==> src/rtl/hyst_seq_det_pkg.sv <==
package hyst_seq_det_pkg;
  localparam int unsigned StateW = 3;

  // low side: S0..S3, high side: S4..S6
  typedef enum logic [StateW-1:0] {
    S0 = 3'd0,  // low, no progress
    S1 = 3'd1,  // low, seen 0
    S2 = 3'd2,  // low, seen 01
    S3 = 3'd3,  // low, seen 011
    S4 = 3'd4,  // high, no progress
    S5 = 3'd5,  // high, seen 0
    S6 = 3'd6   // high, seen 01
  } state_e;
endpackage

==> src/rtl/hyst_seq_det_next.sv <==
module hyst_seq_det_next
  import hyst_seq_det_pkg::*;
(
  input  state_e state_i,
  input  logic   x_i,
  output state_e state_o
);
  always_comb begin
    state_o = S0;
    unique case (state_i)
      S0: state_o = x_i ? S0 : S1;
      S1: state_o = x_i ? S2 : S1;
      S2: state_o = x_i ? S3 : S1;
      S3: state_o = x_i ? S0 : S5;  // trigger 0 seeds clear search
      S4: state_o = x_i ? S4 : S5;
      S5: state_o = x_i ? S6 : S5;
      S6: state_o = x_i ? S4 : S1;  // clear 0 seeds trigger search
      default: state_o = S0;
    endcase
  end
endmodule

==> src/rtl/hyst_seq_det_out.sv <==
module hyst_seq_det_out
  import hyst_seq_det_pkg::*;
(
  input  state_e state_i,
  input  logic   x_i,
  output logic   z_o
);
  always_comb begin
    unique case (state_i)
      S0, S1, S2: z_o = 1'b0;
      S3:         z_o = ~x_i;
      S4, S5:     z_o = 1'b1;
      S6:         z_o = x_i;
      default:    z_o = 1'b0;
    endcase
  end
endmodule

==> src/rtl/hyst_seq_det.sv <==
module hyst_seq_det
  import hyst_seq_det_pkg::*;
(
  input  logic clk_i,
  input  logic rst_ni,
  input  logic x_i,
  output logic z_o,
  output logic z_q_o
);
  state_e state_q, state_d;

  hyst_seq_det_next u_next (
    .state_i(state_q),
    .x_i    (x_i),
    .state_o(state_d)
  );

  hyst_seq_det_out u_out (
    .state_i(state_q),
    .x_i    (x_i),
    .z_o    (z_o)
  );

  always_ff @(posedge clk_i or negedge rst_ni) begin
    if (!rst_ni) begin
      state_q <= S0;
      z_q_o   <= 1'b0;
    end else begin
      state_q <= state_d;
      z_q_o   <= z_o;
    end
  end
endmodule

==> config.mk <==
export PLATFORM = sky130hd
export DESIGN_NAME = hyst_seq_det
export DESIGN_NICKNAME = d
export VERILOG_FILES = /design/src/rtl/hyst_seq_det_pkg.sv /design/src/rtl/hyst_seq_det_next.sv /design/src/rtl/hyst_seq_det_out.sv /design/src/rtl/hyst_seq_det.sv
export SDC_FILE = /design/constraint.sdc
export NUM_CORES = 1
export LEC_CHECK = 0
export ABC_AREA = 1
export CAP_MARGIN = 20
export CORE_AREA = 2 2 39 41
export DETAILED_ROUTE_END_ITERATION = 8
export DIE_AREA = 0 0 41 43
export DONT_BUFFER_PORTS = 1
export PLACE_DENSITY_LB_ADDON = 0.1
export RECOVER_POWER = 100
export SYNTH_ARGS = -nofsm -noshare
export SYNTH_HDL_FRONTEND = slang
export SYNTH_SLANG_ARGS = --single-unit
==> constraint.sdc <==
create_clock -name clk_i -period 2.55 [get_ports clk_i]
set_input_delay 0.6375 -clock clk_i [delete_from_list [all_inputs] [get_ports clk_i]]
set_output_delay 0.6375 -clock clk_i [all_outputs]
set_load 0.005 [all_outputs]
==> impl_metrics.sql <==
INSERT INTO impl_metrics (metric_group, metric, value, unit) VALUES
('run_status', 'status', 'completed', ''),
('final_layout', 'fill_count', '158', ''),
('detailed_routing', 'drt.antenna.violating_nets', '0', ''),
('final_layout', 'fin_cells', '38', ''),
('place', 'globalplace.congestion', '0.655', ''),
('setup_path', 'worst_setup_path_end_kind', 'primary output', ''),
('setup_path', 'regToRegStartpoint', 'state_q[1]', ''),
('detailed_routing', 'first_pass_iters', '4', ''),
('die', 'initial_core_utilization', '12.0', '%'),
('sta', 'final.min_clock_period', '1.67', 'ns'),
('detailed_routing', 'route.detailed.wl_per_inst', '9.89', 'um'),
('setup_path', 'maximum_fanout_along_the_worst_path', '3', ''),
('final_layout', 'layout.core_utilization', '14.9', '%'),
('logic_synthesis', 'library_cell_with_the_largest_summed_area_after_synthesis', 'sky130_fd_sc_hd__dfrtp_1', ''),
('setup_path', 'cp_slowest_cell', 'sky130_fd_sc_hd__a21oi_1', ''),
('detailed_routing', 'via_per_inst', '3.82', ''),
('sta', 'holdWs', '0.101', 'ns'),
('place', 'pre_cts_ws', '0.861', 'ns'),
('detailed_routing', 'drt_wl_total', '376', 'um'),
('place', 'place.detailed.instances', '35', ''),
('sta', 'fin_worst_skew', '0.00144', 'ns'),
('sta', 'timing.final.hold_violations', '0', ''),
('power', 'power_leakage', '0.0000976', 'uW'),
('setup_path', 'critical_path.max_stage_delay', '0.26', 'ns'),
('sta', 'fin_crit_sh', '65.6', '%'),
('setup_path', 'setup.worst_path.start_class', 'input pin', ''),
('setup_path', 'cpLargestDelayFamily', 'compound AO/OA/AOI/OAI gates', ''),
('min_path', 'worstHoldPathType', 'in2async', ''),
('sta', 'finalSetupViolations', '0', ''),
('place', 'post-dp-hpwl', '302', 'um'),
('logic_synthesis', 'post_synth_num_cell_types', '7', ''),
('cts', 'post_cts_setup_driven_buffer_insertion_count', '0', ''),
('logic_synthesis', 'yosys_warnings', '0', ''),
('detailed_routing', 'drcViolationCount', '0', ''),
('logic_synthesis', 'seq_area_frac_synth', '60.2', '%'),
('sta', 'worst-slew-pin-transition', '0.249', 'ns'),
('setup_path', 'cp_data_required_time', '1.91', 'ns'),
('die', 'chipWidth', '41', 'um'),
('logic_synthesis', 'synth_edf_count', '0', ''),
('grt', 'grt_start_max_net_pins', '6', ''),
('power', 'pwr_density_cell', '1040', 'mW/mm^2'),
('place', 'count_of_input_and_output_buffers', '0', ''),
('grt', 'antenna_found_initial', '0', ''),
('setup_path', 'timing.reg2reg.worst_path_depth', '3', ''),
('final_layout', 'n_antenna_cell', '0', ''),
('setup_path', 'criticalPathCategory', 'in2out', ''),
('final_layout', 'flow.area_growth_from_synthesis', '24.1', '%'),
('cts', 'clock-sinks', '4', ''),
('power', 'comb_power_share', '17.8', '%'),
('logic_synthesis', 'syn_area', '166', 'sq um'),
('cts', 'cts_max_level', '1', ''),
('cts', 'tritoncts', 'done', ''),
('final_layout', 'seqCellArea', '100', 'sq um'),
('power', 'vdd_ir_drop_max', '0.169', 'mV'),
('detailed_routing', 'drtIter0Drc', '2', ''),
('final_layout', 'multiInputGateArea', '52.6', 'sq um'),
('cts', 'postCtsHoldBufs', '0', ''),
('sta', 'slew-limit-headroom', '83.4', '%'),
('power', 'intPower', '149', 'uW'),
('cts', 'cts_root_buffer', 'sky130_fd_sc_hd__clkbuf_4', ''),
('final_layout', 'drive_gt1_share', '13.6', '%'),
('power', 'power.share.sequential', '45.9', '%'),
('detailed_routing', 'via_count', '145', ''),
('logic_synthesis', 'synth_async_sr_flop_share', '100', '%'),
('sta', 'grt_setup_unrepaired', 'false', ''),
('sta', 'worst_slack', '0.877', 'ns'),
('logic_synthesis', 'yosys_register_bits', '4', ''),
('power', 'share_clk_of_total_power', '36.4', '%'),
('setup_path', 'worstPathCellList', 'inv_1 > nand3_1 > a21oi_1', ''),
('cts', 'tritoncts_buffers', '3', ''),
('setup_path', 'worst_path_bufs_invs', '1', '');
## worst max path at each step
stage,endpoint,cells past startpoint,slack (ns),from
6_report,z_o,3,0.88,x_i
5_1_grt,z_o,3,0.79,state_q[1]
4_1_cts,z_o,3,0.86,x_i
3_5_place_dp,z_o,3,0.86,x_i
3_3_place_gp,z_o,3,0.87,x_i
2_1_floorplan,z_o,3,0.96,x_i
## flip-flops by register name, summed over array words and instances, names as in the netlist
register / count
z_q_o: 1
state_q: 3
## per-stage QoR
stage	total power [uW]	cell area [sq um]
6_report	214	206
5_1_grt	237	206
4_1_cts	222	209
3_5_place_dp	140	186
3_3_place_gp	137	186
2_1_floorplan	128	166
## power by group through the flow
stage | combinational (uW) | sequential, uW | clock (uW)
floorplan | 33.1 | 94.8 | 0
detailed placement | 40.4 | 99.5 | 0
global route | 44.7 | 101 | 91.8
global placement | 39.6 | 97.7 | 0
finish | 38.0 | 98.1 | 77.8
CTS | 41.0 | 98.6 | 82.5
## per-layer routing
metal | up-vias | wire (um) | track usage (%) | part of all wire [%]
li1 | 68 | - | - | -
met1 | 66 | 140 | 4.21 | 37
met2 | 9 | 188 | 7.81 | 50
met3 | 2 | 27 | 6.81 | 7.2
met4 | 0 | 19 | 12.0 | 5.1
met5 | - | 0 | 0 | 0
## area by class of cell
class                   count  area share [%]
well taps                  16            9.70
inverters                   3            5.45
flip-flops and latches      4            48.5
clock buffers               3            10.9
multi-input cells          12            25.5
## layout by cell type, fill, tap and decap left out, drive strengths merged
cell    count
inv         3
dfrtp       4
nand3       2
a21oi       3
o21ai       1
clkbuf      3
nor2        1
nand2       5
## cell families after synthesis
logic type | share of synthesized area, %
simple gates | 21.1
buf+inv | 6.77
compound gates | 12.0
flops | 60.2
Note: power is estimated with default switching activity, not from simulation.
